### src/rtl/phdet_pkg.sv
package phdet_pkg;
  typedef struct packed {
    logic detecting;
    logic sampleNow;
    logic running;
    logic clearAll;
  } phStrobe_t;
endpackage

### src/rtl/phdet_ctrl.sv
module phdet_ctrl
  import phdet_pkg::*;
#(
  parameter int DET_CYCLES = 6
) (
  input  logic      clk,
  input  logic      rstN,
  input  logic      en,
  input  logic      startDetect,
  output phStrobe_t strobe
);
  localparam int CW = $clog2(DET_CYCLES + 1);
  localparam logic [CW-1:0] LAST = CW'(DET_CYCLES - 1);

  typedef enum logic [1:0] {ST_IDLE, ST_DETECT, ST_RUN} phState_t;

  phState_t state;
  logic [CW-1:0] winCnt;

  always_ff @(posedge clk or negedge rstN) begin
    if (!rstN) begin
      state  <= ST_IDLE;
      winCnt <= '0;
    end else if (!en) begin
      state  <= ST_IDLE;
      winCnt <= '0;
    end else begin
      case (state)
        ST_IDLE: begin
          winCnt <= '0;
          if (startDetect) state <= ST_DETECT;
        end
        ST_DETECT: begin
          if (winCnt == LAST) begin
            state  <= ST_RUN;
            winCnt <= '0;
          end else begin
            winCnt <= winCnt + CW'(1);
          end
        end
        default: state <= ST_RUN;
      endcase
    end
  end

  always_comb begin
    strobe.detecting = (state == ST_DETECT);
    strobe.sampleNow = (state == ST_DETECT) && (winCnt == LAST) && en;
    strobe.running   = (state == ST_RUN);
    strobe.clearAll  = !en;
  end
endmodule

### src/rtl/phdet_dp.sv
module phdet_dp
  import phdet_pkg::*;
#(
  parameter int PHASES = 4
) (
  input  logic                         clk,
  input  logic                         rstN,
  input  phStrobe_t                    strobe,
  input  logic [PHASES-2:0]            pinHigh,
  output logic [PHASES-2:0]            sinkEn,
  output logic [PHASES-2:0]            hiZ,
  output logic [PHASES-1:0]            phaseEn,
  output logic [$clog2(PHASES+1)-1:0]  phaseCount,
  output logic                         strapErr
);
  localparam int SW = PHASES - 1;
  localparam int NW = $clog2(PHASES + 1);
  localparam int PW = (PHASES > 1) ? $clog2(PHASES) : 1;

  logic [NW-1:0] decCount;
  logic          decErr;
  logic [NW-1:0] cntQ;
  logic          errQ;
  logic [PW-1:0] ptr;

  // Lowest high pin sets the count; a high pin followed by a low one is an error.
  always_comb begin
    decCount = NW'(PHASES);
    for (int i = SW - 1; i >= 0; i--) begin
      if (pinHigh[i]) decCount = NW'(i + 1);
    end
    decErr = 1'b0;
    for (int i = 0; i < SW - 1; i++) begin
      if (pinHigh[i] && !pinHigh[i+1]) decErr = 1'b1;
    end
  end

  always_ff @(posedge clk or negedge rstN) begin
    if (!rstN) begin
      cntQ <= '0;
      errQ <= 1'b0;
      ptr  <= '0;
    end else if (strobe.clearAll) begin
      cntQ <= '0;
      errQ <= 1'b0;
      ptr  <= '0;
    end else begin
      if (strobe.sampleNow) begin
        cntQ <= decCount;
        errQ <= decErr;
      end
      if (strobe.running) begin
        if (NW'(ptr) >= cntQ - NW'(1)) ptr <= '0;
        else                           ptr <= ptr + PW'(1);
      end else begin
        ptr <= '0;
      end
    end
  end

  genvar g;
  generate
    for (g = 0; g < PHASES; g++) begin : gPhase
      assign phaseEn[g] = strobe.running && (ptr == PW'(g));
    end
    for (g = 0; g < SW; g++) begin : gPin
      assign sinkEn[g] = strobe.detecting;
      assign hiZ[g]    = strobe.running && (NW'(g + 1) >= cntQ);
    end
  endgenerate

  assign phaseCount = cntQ;
  assign strapErr   = errQ;
endmodule

### src/rtl/phase_detect.sv
module phase_detect
  import phdet_pkg::*;
#(
  parameter int PHASES     = 4,
  parameter int DET_CYCLES = 6
) (
  input  logic                         clk,
  input  logic                         rstN,
  input  logic                         en,
  input  logic                         startDetect,
  input  logic [PHASES-2:0]            pinHigh,
  output logic [PHASES-2:0]            sinkEn,
  output logic [PHASES-2:0]            hiZ,
  output logic                         holdLow,
  output logic [PHASES-1:0]            phaseEn,
  output logic [$clog2(PHASES+1)-1:0]  phaseCount,
  output logic                         strapErr,
  output logic                         detectDone
);
  phStrobe_t strobe;

  phdet_ctrl #(.DET_CYCLES(DET_CYCLES)) u_ctrl (
    .clk         (clk),
    .rstN        (rstN),
    .en          (en),
    .startDetect (startDetect),
    .strobe      (strobe)
  );

  phdet_dp #(.PHASES(PHASES)) u_dp (
    .clk        (clk),
    .rstN       (rstN),
    .strobe     (strobe),
    .pinHigh    (pinHigh),
    .sinkEn     (sinkEn),
    .hiZ        (hiZ),
    .phaseEn    (phaseEn),
    .phaseCount (phaseCount),
    .strapErr   (strapErr)
  );

  assign holdLow    = !strobe.running;
  assign detectDone = strobe.running;
endmodule

### config.mk
export PLATFORM = sky130hd
export DESIGN_NAME = phase_detect
export DESIGN_NICKNAME = d
export VERILOG_FILES = /design/src/rtl/phdet_pkg.sv /design/src/rtl/phdet_ctrl.sv /design/src/rtl/phdet_dp.sv /design/src/rtl/phase_detect.sv
export SDC_FILE = /design/constraint.sdc
export NUM_CORES = 1
export LEC_CHECK = 0
export BUFFER_PORTS_ARGS = -buffer_cell sky130_fd_sc_hd__buf_4
export CAP_MARGIN = 0
export CORE_MARGIN = 2
export CORE_UTILIZATION = 49
export DETAILED_ROUTE_END_ITERATION = 10
export PLACE_DENSITY = 0.78
export SLEW_MARGIN = 0
export SYNTH_ARGS = -nofsm -noshare
export SYNTH_HDL_FRONTEND = slang
export SYNTH_SLANG_ARGS = --single-unit
### constraint.sdc
create_clock -name clk -period 1.58 [get_ports clk]
set_input_delay 0.237 -clock clk [delete_from_list [all_inputs] [get_ports clk]]
set_output_delay 0.237 -clock clk [all_outputs]
set_load 0.1 [all_outputs]
# ---- Word-level counts from Yosys, hierarchy flattened
# Cells that the tools add are included.
dict set report totals {
  reg_bits 11
  word_cells 58
  in_bits 7
  output_inout_bits 16
}
dict set report op_classes {
  muxes 19
  order_cmp 4
  eq_ne 10
  n_reduce_logical 17
  add_sub_neg 3
}
# op n
set op_table {}
lappend op_table {{$mux 3} 7}
lappend op_table {{$mux 2} 6}
lappend op_table {{$logic_and 1x1->1} 11}
lappend op_table {{$eq 2x2->1 const B} 3}
lappend op_table {{$ge 2x3->1 const A} 2}
lappend op_table {{$pmux 3 s2} 1}
lappend op_table {{$eq 2x1->1 const B} 2}
lappend op_table {{$logic_not 2->1} 2}
lappend op_table {{$mux 1} 4}
lappend op_table {{$pmux 2 s2} 1}
lappend op_table {{$add 3x1->3 const B} 1}
lappend op_table {{$eq 3x3->1 const B} 1}
lappend op_table {{$ge 1x3->1 const A} 1}
lappend op_table {{$ge 2x3->1} 1}
lappend op_table {{$logic_not 1->1} 3}
lappend op_table {{$ne 3x1->1 const B} 1}
lappend op_table {{$ne 3x2->1 const B} 1}
lappend op_table {{$ne 3x3->1 const B} 1}
lappend op_table {{$sub 3x1->3 const B} 1}
lappend op_table {{$add 2x1->2 const B} 1}
lappend op_table {{$ne 2x1->1 const B} 1}
lappend op_table {{$reduce_and 2->1} 1}

# ---- Longest topological paths before layout
# Gate-level depths: netlist of run 1.
dict set report depth {
  ltp_word 6
  ltp_mapped 5
  depth_no_buf 5
}

# ---- By module
# A second synthesis of run 1 with hierarchy kept.
dict set report unflattened {
  cells_unflattened 77
  hier_area_um2 745.7
}
# module seq_area_each_um2 n_inst cells_per_inst area_per_inst_um2
set by_module_without_submodules {}
lappend by_module_without_submodules {phdet_dp 150.1 1 52 494.2}
lappend by_module_without_submodules {phdet_ctrl 125.1 1 24 247.7}
lappend by_module_without_submodules {phase_detect 0.0 1 1 3.8}

# ---- Worst setup path before layout of run 1
# No wires, ideal clock.
dict set report synth_path {
  path_kind {register to output}
  startpoint {reg u_dp.cntQ[2], in the netlist u_dp.phaseCount[2]}
  endpoint {out hiZ[1]}
  arrival_time_ns 3.217
  slack_ns -1.874
  stages_incl_launch_ff 3
  n_path_buf 0
  t_required_ns 1.343
  path_cell_list {dfrtp_1 nor2_1 o31a_1}
}
dict set report synth_via {
  elab_chain_len 2
}
# item line_no
set synth_rtl {}
lappend synth_rtl {{start: declaration} phdet_dp.sv:22} ;# logic [NW-1:0] cntQ;
lappend synth_rtl {{start signal: assignment} phdet_dp.sv:49} ;# cntQ <= decCount;
lappend synth_rtl {{$ge 2x3->1} phdet_dp.sv:68} ;# assign hiZ[g] = strobe.running && (NW'(g + 1) >= cntQ);
lappend synth_rtl {{$logic_and 1x1->1} phdet_dp.sv:68}
lappend synth_rtl {{end: declaration} phase_detect.sv:13} ;# output logic [PHASES-2:0] hiZ,
# No other way between the ends.

# ---- Worst setup path in the final report of run 1
dict set report layout_path {
  startpoint {reg u_dp.cntQ[1], in the netlist u_dp.phaseCount[1]}
  endpoint {out hiZ[1]}
}
# Same word-level chain as after synthesis.

==> flow_summary.toml, run 1 <==
[logic_synthesis]
synth_adder_area_share = 0.144
synth_edf_count = 0
yosysTopAreaCellShare = 0.351
syn_avg_cell_area_sq_um = 9.93
yosys-top-cells-area = "dfrtp_1 35%, ha_1 14%, inv_1 4.3%, a21oi_1 3.8%, nand2b_4 3.5%"
synth_ff_type = "dfrtp_1"
synth_top_family_by_area = "simple AND/OR/NAND/NOR gates"
synth_top_area_cell = "dfrtp_1"
ys.warnings.count = 0
synthMuxAreaShare = 0
synth_compound_area_frac = 0.209
synth-simple-area-share = 0.212
ys_seq_area_frac = 0.351
synthCells = 79
ys_ff_latch = 11
synth-xor-area-share = 0.0112
ys_types = 32
syn-num-nets = 95
async_flop_share = 1.00
synth_area_sq_um = 785
synthTopCellsByCount = "11 x dfrtp_1, 9 x ha_1, 9 x inv_1, 6 x a21oi_1, 5 x nor2_1"
synth_most_common_cell = "dfrtp_1"

[setup_path]
cp.required_ps = 1340
reg2regPathDepth = 5
worstPathArrival_ps = 1410
cp_max_fo = 4
crit_path_end_kind = "primary output"
critical_path_class = "flip-flop to primary output"
start_kind = "flip-flop"

[sta]
period_minus_slack_ps = 1640
final.period_utilization = 1.04
max_freq_mhz = 609
rsz0062_at_grt = "true"
hold_slack_ps = 171
hold_viol_final = 0
finalSetupViolCount = 4
slew_headroom = 0.805
final.setup_skew_ps = 8.21
worst_slack_ps = -62.1
worst_pin_slew_ps = 291
slew_viol_final = 0

[final_layout]
final_util = 0.790
fill_cells = 97
num_antenna_cells = 0
nets = 127
area_growth_pct = 51.7
layout-drive-gt1-share = 0.545

[route]
met2WireLength_um = 932
top_layer = "met4"
met3_length_um = 85
drt-vias-per-instance = 5.46
drt-total-wl_mm = 1.81
drc_errors = 0
final_antenna_net_count = 0
drtPass1Iterations = 4
drtIter0Drc = 12
post_drt_wl_per_cell_um = 14.4
m1WireLength_um = 767
vias = 688

[floorplan]
dieWidth_um = 44.0
start_util = 0.521
ios = 23
rows = 14
die_y_um = 44.0
core_sq_mm = 0.00151
die_area_sq_mm = 0.00194

[hold_path]
hp-class = "input port to flip-flop"
hold_depth = 2

[clocking]
clockRootBuffer = "clkbuf_4"
cts.clk_slew.worst_paths_ps = 80
cts_max_level = 1
clock_sinks = 11
cts_made_buffers = 3
cts_max_path_buffers = 2
cts_tree = "yes"
clock_latency_ps = 280

[global_routing]
grt_first_pass_wirelength_mm = 2.97
track_usage = 0.210
grt_max_degree = 12
gr-total-overflow = 0
grt_pass1_vias = 664
antenna_found_initial = 0

[power]
power.leakage_nw = 0.546
vdd.ir_drop.worst_mv = 0.462
p_per_area_mw_per_mm2 = 505

[place]
portBuffers = 22
place_congestion = 0.735
hpwl_mm = 1.25

[run_status]
violations = "setup timing"
status = "finished, violations left"

[job]
max_cap_violations = 0
## logic make-up after synthesis
kind of cell,after synthesis
adders and majority gates,9
AOI/OAI and AO/OA,21
buffers and inverters,12
DFF,11
and+or+nand+nor,25
xor gates and xnor gates,1
## state kept, by name, summed over array words and instances (netlist names)
register         cells
u_dp.strapErr        1
u_ctrl.winCnt        3
u_dp.ptr             2
u_ctrl.state         2
u_dp.phaseCount      3
## area by class of cell
cell class	count	area (sq um)	area share
flip-flops and latches	11	285	0.240
inverters	10	51.3	0.0431
well taps	16	20.0	0.0168
repair buffers	29	294	0.247
clock buffers	4	26.3	0.0221
multi-input cells	56	513	0.431
## final timing paths
path | startpoint | end | slack [ps]
setup / recovery | u_dp.phaseCount[1]$_DFFE_PN0P_ | hiZ[1] | -60
hold / removal | pinHigh[0] | u_dp.phaseCount[1]$_DFFE_PN0P_ | 170
setup reg to reg | u_dp.phaseCount[0]$_DFFE_PN0P_ | u_dp.ptr[1]$_DFF_PN0_ | -10
hold reg to reg | u_dp.strapErr$_DFFE_PN0P_ | u_dp.strapErr$_DFFE_PN0P_ | 590
max in group asynchronous | rstN | u_ctrl.state[0]$_DFFE_PN0P_ | 1070
min in group asynchronous | rstN | u_dp.strapErr$_DFFE_PN0P_ | 340
## repair_timing
action | CTS | global route
setup buffers | 1 | 3
setup endpoints to repair | 8 | 9
hold endpoints to repair | 11 | 0
resized for setup | 13 | 12
pin swaps | 2 | 1
hold buffers | 1 | 0
## power by group
group / switching [mW] / total, mW / internal [mW]
logic: 0.0789 / 0.112 / 0.0328
registers: 0.00407 / 0.289 / 0.285
clock network: 0.102 / 0.200 / 0.0979
total: 0.185 / 0.601 / 0.416
## per-layer routing
layer / global-route usage / vias up
li1: - / 336
met1: 0.264 / 329
met2: 0.344 / 19
met3: 0.0612 / 4
met4: 0.0727 / 0
met5: 0 / -
## worst max-delay path, cell delays in order, from the launching register on
cell and delay [ps]:
dfrtp_4 510, ha_4 170, o31a_4 280, buf_12 170
## through the flow
stage / TNS, ps / total power, mW / area (sq um) / cells / setup slack [ps]
after floorplan: -2920 / 0.370 / 837 / 79 / -475
after global placement: 0 / 0.403 / 1020 / 117 / 51.0
after detailed placement: 0 / 0.404 / 1020 / 117 / 6.22
after CTS: -135 / 0.604 / 1120 / 123 / -68.1
after global routing: -324 / 0.623 / 1190 / 126 / -89.8
final: -113 / 0.601 / 1190 / 126 / -62.1
## cells in the final DEF, fill, tap and decap left out, drive strengths merged, types with 3 or more instances in the layout
cell type and count:
a211oi 3, dfrtp 11, clkbuf 4, buf 28, and2 4, o21ai 3
nor2 5, inv 9, a21oi 7, nand2b 3, nand2 5, ha 9
(Power assumes the default switching activity.)
==> inputs of run 2 (changes only) <==
--- a/config.mk
+++ b/config.mk
@@ -10,6 +10,7 @@
 export CORE_MARGIN = 2
 export CORE_UTILIZATION = 49
 export DETAILED_ROUTE_END_ITERATION = 10
+export MAX_ROUTING_LAYER = met4
 export PLACE_DENSITY = 0.78
 export SLEW_MARGIN = 0
 export SYNTH_ARGS = -nofsm -noshare
==> constraint.sdc (replaced) <==
create_clock -name clk -period 1.58 [get_ports clk]
set_input_delay 0.158 -clock clk [delete_from_list [all_inputs] [get_ports clk]]
set_output_delay 0.158 -clock clk [all_outputs]
set_load 0.1 [all_outputs]
==> flow_summary.toml, run 2 (synthesized netlist as in run 1, its figures left out) <==
[run_status]
status = "finished, violations left"
violations = "setup timing"

[sta]
final.setup_skew_ps = 1.30
rsz0062_at_grt = "true"
slew_viol_final = 0
hold_viol_final = 0
final.period_utilization = 1.00
finalSetupViolCount = 1
max_freq_mhz = 631
worst_slack_ps = -5.32
period_minus_slack_ps = 1590
slew_headroom = 0.779
worst_pin_slew_ps = 328

[setup_path]
timing.rr.end = "u_dp.ptr[1]$_DFF_PN0_"
cp.required_ps = 1420
worstPathArrival_ps = 1430
crit_path_end_kind = "primary output"
start_kind = "flip-flop"
endpoint = "hiZ[1]"
r2r_start = "u_dp.phaseCount[0]$_DFFE_PN0P_"
r2r_slack_ps = 10
critical_path_class = "flip-flop to primary output"
cp_max_fo = 5
reg2regPathDepth = 6
startpoint = "u_dp.phaseCount[1]$_DFFE_PN0P_"

[power]
internal_power_mw = 0.416
p_comb_frac = 0.187
p_per_area_mw_per_mm2 = 502
power.switching_mw = 0.177
vdd.ir_drop.worst_mv = 0.447
total_power_mw = 0.593
pwr-share-clk = 0.325
power.leakage_nw = 0.529
switching_share = 0.299
p_seq_frac = 0.488

[final_layout]
nets = 126
layout-drive-gt1-share = 0.560
area_growth_pct = 50.6
final_util = 0.784
mostFrequentLayoutCell = "buf_4"
num_antenna_cells = 0
most-common-layout-cells = "20 x buf_4, 6 x inv_1, 6 x a21oi_1, 6 x ha_1, 6 x dfrtp_1"

[clocking]
clock_sinks = 11
cts_max_level = 1
cts_tree = "yes"
clock_latency_ps = 270
cts.clk_slew.worst_paths_ps = 70
cts_max_path_buffers = 2
cts_made_buffers = 3
clockRootBuffer = "clkbuf_4"

[route]
drt-vias-per-instance = 5.50
m1WireLength_um = 834
top_layer = "met4"
met3_length_um = 63
met2WireLength_mm = 1.02
post_drt_wl_per_cell_um = 15.4
drtIter0Drc = 6
final_antenna_net_count = 0
vias = 687
drc_errors = 0
drt-total-wl_mm = 1.93
drtPass1Iterations = 3

[place]
portBuffers = 22
hpwl_mm = 1.31
place_congestion = 0.745
dp_slack_ps = -6.36

[global_routing]
grt_pass1_vias = 653
grt_max_degree = 12
grt_first_pass_wirelength_mm = 2.95
gr-total-overflow = 0
antenna_found_initial = 0
track_usage = 0.221

[floorplan]
ios = 23
dieWidth_um = 44.0
rows = 14
core_sq_mm = 0.00151
die_y_um = 44.0
start_util = 0.521
die_area_sq_mm = 0.00194

[hold_path]
hp-start = "pinHigh[0]"
hp-class = "input port to flip-flop"

[job]
max_cap_violations = 0
-- run 2: changes by cell type in the layout (fill, tap and decap cells not counted), moves of 2 or more --
| cell | delta |
|---|---|
| ha_4 | +2 |
| buf_12 | -4 |
| buf_6 | +4 |
| inv_2 | -2 |
-- run 2: how the worst min path moves through the flow --
stage	endpoint	slack (ps)	cells past startpoint
floorplan	u_ctrl.state[0]$_DFFE_PN0P_	-140	0
global placement	u_dp.strapErr$_DFFE_PN0P_	0.03	1
detailed placement	u_dp.strapErr$_DFFE_PN0P_	0.2	1
CTS	u_dp.phaseCount[1]$_DFFE_PN0P_	100	2
global route	u_dp.phaseCount[1]$_DFFE_PN0P_	80	2
finish	u_dp.phaseCount[1]$_DFFE_PN0P_	100	2
-- run 2: metrics by stage --
stage	hold WS [ps]	TNS, ps	cells	area [sq um]
after floorplan	-138	-2420	79	837
after global placement	0.0303	0	116	1010
after detailed placement	0.238	-6.36	116	1010
after CTS	95.1	-5.03	121	1100
after global routing	83.6	-94.8	125	1180
final	102	-5.32	125	1180
-- run 2: layout make-up --
| cell class | count | area (sq um) |
|---|---|---|
| repair buffers | 28 | 251 |
| clock buffers | 4 | 26.3 |
| fillers | 109 | 325 |
| inverters | 10 | 53.8 |
| well taps | 16 | 20.0 |
| flip-flops and latches | 11 | 287 |
| multi-input cells | 56 | 543 |
-- run 2: critical path, cell delays in order (launching register included) --
cell and delay (ps):
dfrtp_4 470, inv_4 60, buf_6 110, o31a_4 340
buf_12 170
-- run 2: routing by layer --
metal,global-route usage,vias to the layer above
met1,0.260,340
met4,0.0788,0
met2,0.350,11
met3,0.0776,2
li1,-,334
met5,-,-
-- run 2: power groups by stage --
stage	clock, mW	combinational, mW	sequential, mW
3_3_place_gp	0	0.109	0.294
2_1_floorplan	0	0.0736	0.297
4_1_cts	0.201	0.112	0.289
3_5_place_dp	0	0.109	0.295
6_report	0.193	0.111	0.289
5_1_grt	0.213	0.118	0.290
-- run 2: timing repair --
item	in CTS	in global routing
hold buffers	1	0
setup buffers	0	4
endpoints found under the hold margin	11	0
resized for setup	11	9
endpoints found under the setup margin	7	8
gates cloned	0	0
pin swaps	2	4
==> inputs of run 3 (changes only) <==
--- a/config.mk
+++ b/config.mk
@@ -11,8 +11,9 @@
 export CORE_UTILIZATION = 49
 export DETAILED_ROUTE_END_ITERATION = 10
 export MAX_ROUTING_LAYER = met4
-export PLACE_DENSITY = 0.78
+export PLACE_DENSITY = 0.79
 export SLEW_MARGIN = 0
 export SYNTH_ARGS = -nofsm -noshare
 export SYNTH_HDL_FRONTEND = slang
+export SYNTH_HIERARCHICAL = 1
 export SYNTH_SLANG_ARGS = --single-unit
==> flow_summary.toml, run 3 <==
[run_status]
status = "finished, violations left"
violations = "setup timing"

[sta]
slew_headroom = 0.777
hold_slack_ps = 152
rsz0062_at_grt = "true"
final.period_utilization = 1.06
finalSetupViolCount = 4
final.setup.tns_ps = -238
period_minus_slack_ps = 1670
hold_viol_final = 0
slew_viol_final = 0
max_freq_mhz = 599
worst_pin_slew_ps = 332
worst_slack_ps = -88.7
final.setup_skew_ps = 3.80

[clocking]
clock_latency_ps = 260
cts_max_level = 1
cts.clk_slew.worst_paths_ps = 70
clock_sinks = 11
cts_max_path_buffers = 2
cts_made_buffers = 3
cts_tree = "yes"
clockRootBuffer = "clkbuf_4"

[global_routing]
grt_pass1_vias = 658
grt_max_degree = 12
track_usage = 0.214
grt_first_pass_wirelength_mm = 2.86
antenna_found_initial = 0
gr-total-overflow = 0

[route]
drtIter0Drc = 12
post_drt_wl_per_cell_um = 15.9
drtPass1Iterations = 4
final_antenna_net_count = 0
drc_errors = 0
vias = 700
drt-vias-per-instance = 5.43
drt-total-wl_mm = 2.05

[setup_path]
crit_chain = "buf_6, inv_6, ha_4, ha_4, a21o_1, a2111oi_2"
critical_path_class = "flip-flop to flip-flop"
cp_common_cell = "ha_4"
start_kind = "flip-flop"
path_delay_family = "flip-flops"
crit_path_end_kind = "flip-flop"
cp.required_ps = 1730
worst-path-buf-inv = 2
cpMaxStageDelayCell = "dfrtp_4"
worstPathArrival_ps = 1820
cp_max_fo = 3
critical-path-max-stage-delay_ps = 480

[logic_synthesis]
synthTopCellsByCount = "11 x dfrtp_1, 9 x ha_1, 9 x inv_1, 7 x nor2_1, 5 x a21oi_1"
ys_seq_area_frac = 0.369
ys_types = 29
syn_avg_cell_area_sq_um = 9.68
synthCells = 77
async_flop_share = 1.00
ys_ff_latch = 11
yosys-top-cells-area = "dfrtp_1 37%, ha_1 15%, inv_1 4.5%, nor2_1 3.5%, a21oi_1 3.4%"
syn-num-nets = 93
synth_ff_type = "dfrtp_1"
synth_most_common_cell = "dfrtp_1"
synth_edf_count = 0
yosysTopAreaCellShare = 0.369
ys.warnings.count = 6
synth_area_sq_um = 746
synth_top_area_cell = "dfrtp_1"

[floorplan]
dieWidth_um = 43.0
die_area_sq_mm = 0.00185
die_y_um = 43.0
core_sq_mm = 0.00147
ios = 23
rows = 14
start_util = 0.507

[final_layout]
regArea_sq_um = 284
mostFrequentLayoutCell = "buf_4"
fill_cells = 83
multi_input_area_sq_um = 492
area_growth_pct = 62.6
most-common-layout-cells = "24 x buf_4, 8 x dfrtp_1, 6 x inv_1, 6 x nor2_1"
layout-drive-gt1-share = 0.540
nets = 130
num_antenna_cells = 0

[power]
power.leakage_nw = 0.561
p_per_area_mw_per_mm2 = 479
vdd.ir_drop.worst_mv = 0.442
total_power_mw = 0.581

[job]
max_cap_violations = 0

[hold_path]
hp-class = "input port to flip-flop"

[place]
place_congestion = 0.789
hpwl_mm = 1.21
portBuffers = 22
-- run 3: cell type report --
class	instances	area share
clock buffers	4	0.0217
well taps	16	0.0165
repair buffers	35	0.286
flip-flops and latches	11	0.234
multi-input cells	54	0.406
inverters	9	0.0361
-- run 3: final timing paths --
check | from | to | slack (ps) | cells past startpoint
setup / recovery | u_dp/phaseCount[1]$_DFFE_PN0P_ | u_dp/ptr[0]$_DFF_PN0_ | -90 | 6
hold / removal | startDetect | u_ctrl/state[0]$_DFFE_PN0P_ | 150 | 2
setup reg to reg | u_dp/phaseCount[1]$_DFFE_PN0P_ | u_dp/ptr[0]$_DFF_PN0_ | -90 | 6
hold reg to reg | u_dp/strapErr$_DFFE_PN0P_ | u_dp/strapErr$_DFFE_PN0P_ | 570 | 2
max in group asynchronous | rstN | u_dp/phaseCount[1]$_DFFE_PN0P_ | 1160 | 2
min in group asynchronous | rstN | u_dp/ptr[0]$_DFF_PN0_ | 260 | 2
-- run 3: kinds of logic (layout without fill, tap and decap cells) --
kind of cell    Yosys count  count (layout)  synth area share
flops                    11              11             0.369
simple gates             26              26             0.215
xor+xnor                  1               1            0.0117
mux                       2               2            0.0268
compound gates           16              16             0.151
buf+inv                  12              48            0.0755
fa+ha+maj                 9               9             0.151
-- run 3: what timing repair did --
action,4_1_cts,5_1_grt
hold buffers,1,0
pin swaps,3,5
resized for setup,15,14
setup buffers,4,5
endpoints found under the setup margin,8,10
endpoints found under the hold margin,11,0
-- run 3: through the flow --
step / area (sq um) / utilization / worst slack [ps] / std cells
finish: 1210 / 0.824 / -88.7 / 129
global route: 1210 / 0.824 / -117 / 129
CTS: 1120 / 0.764 / -126 / 124
detailed placement: 1000 / 0.680 / -9.59 / 115
global placement: 1000 / 0.680 / 53.2 / 115
floorplan: 816 / - / -514 / 77
-- run 3: report_power, final --
part / switching (mW) / internal (mW)
combinational: 0.0743 / 0.0323
clock: 0.0888 / 0.0975
sequential: 0.00301 / 0.285
total: 0.166 / 0.415
-- run 3: layer usage --
layer	vias to the layer above	track usage	routed length, um
met4	0	0.0727	12
met5	-	-	0
li1	331	-	-
met2	27	0.391	1150
met1	339	0.231	805
met3	3	0.0383	81
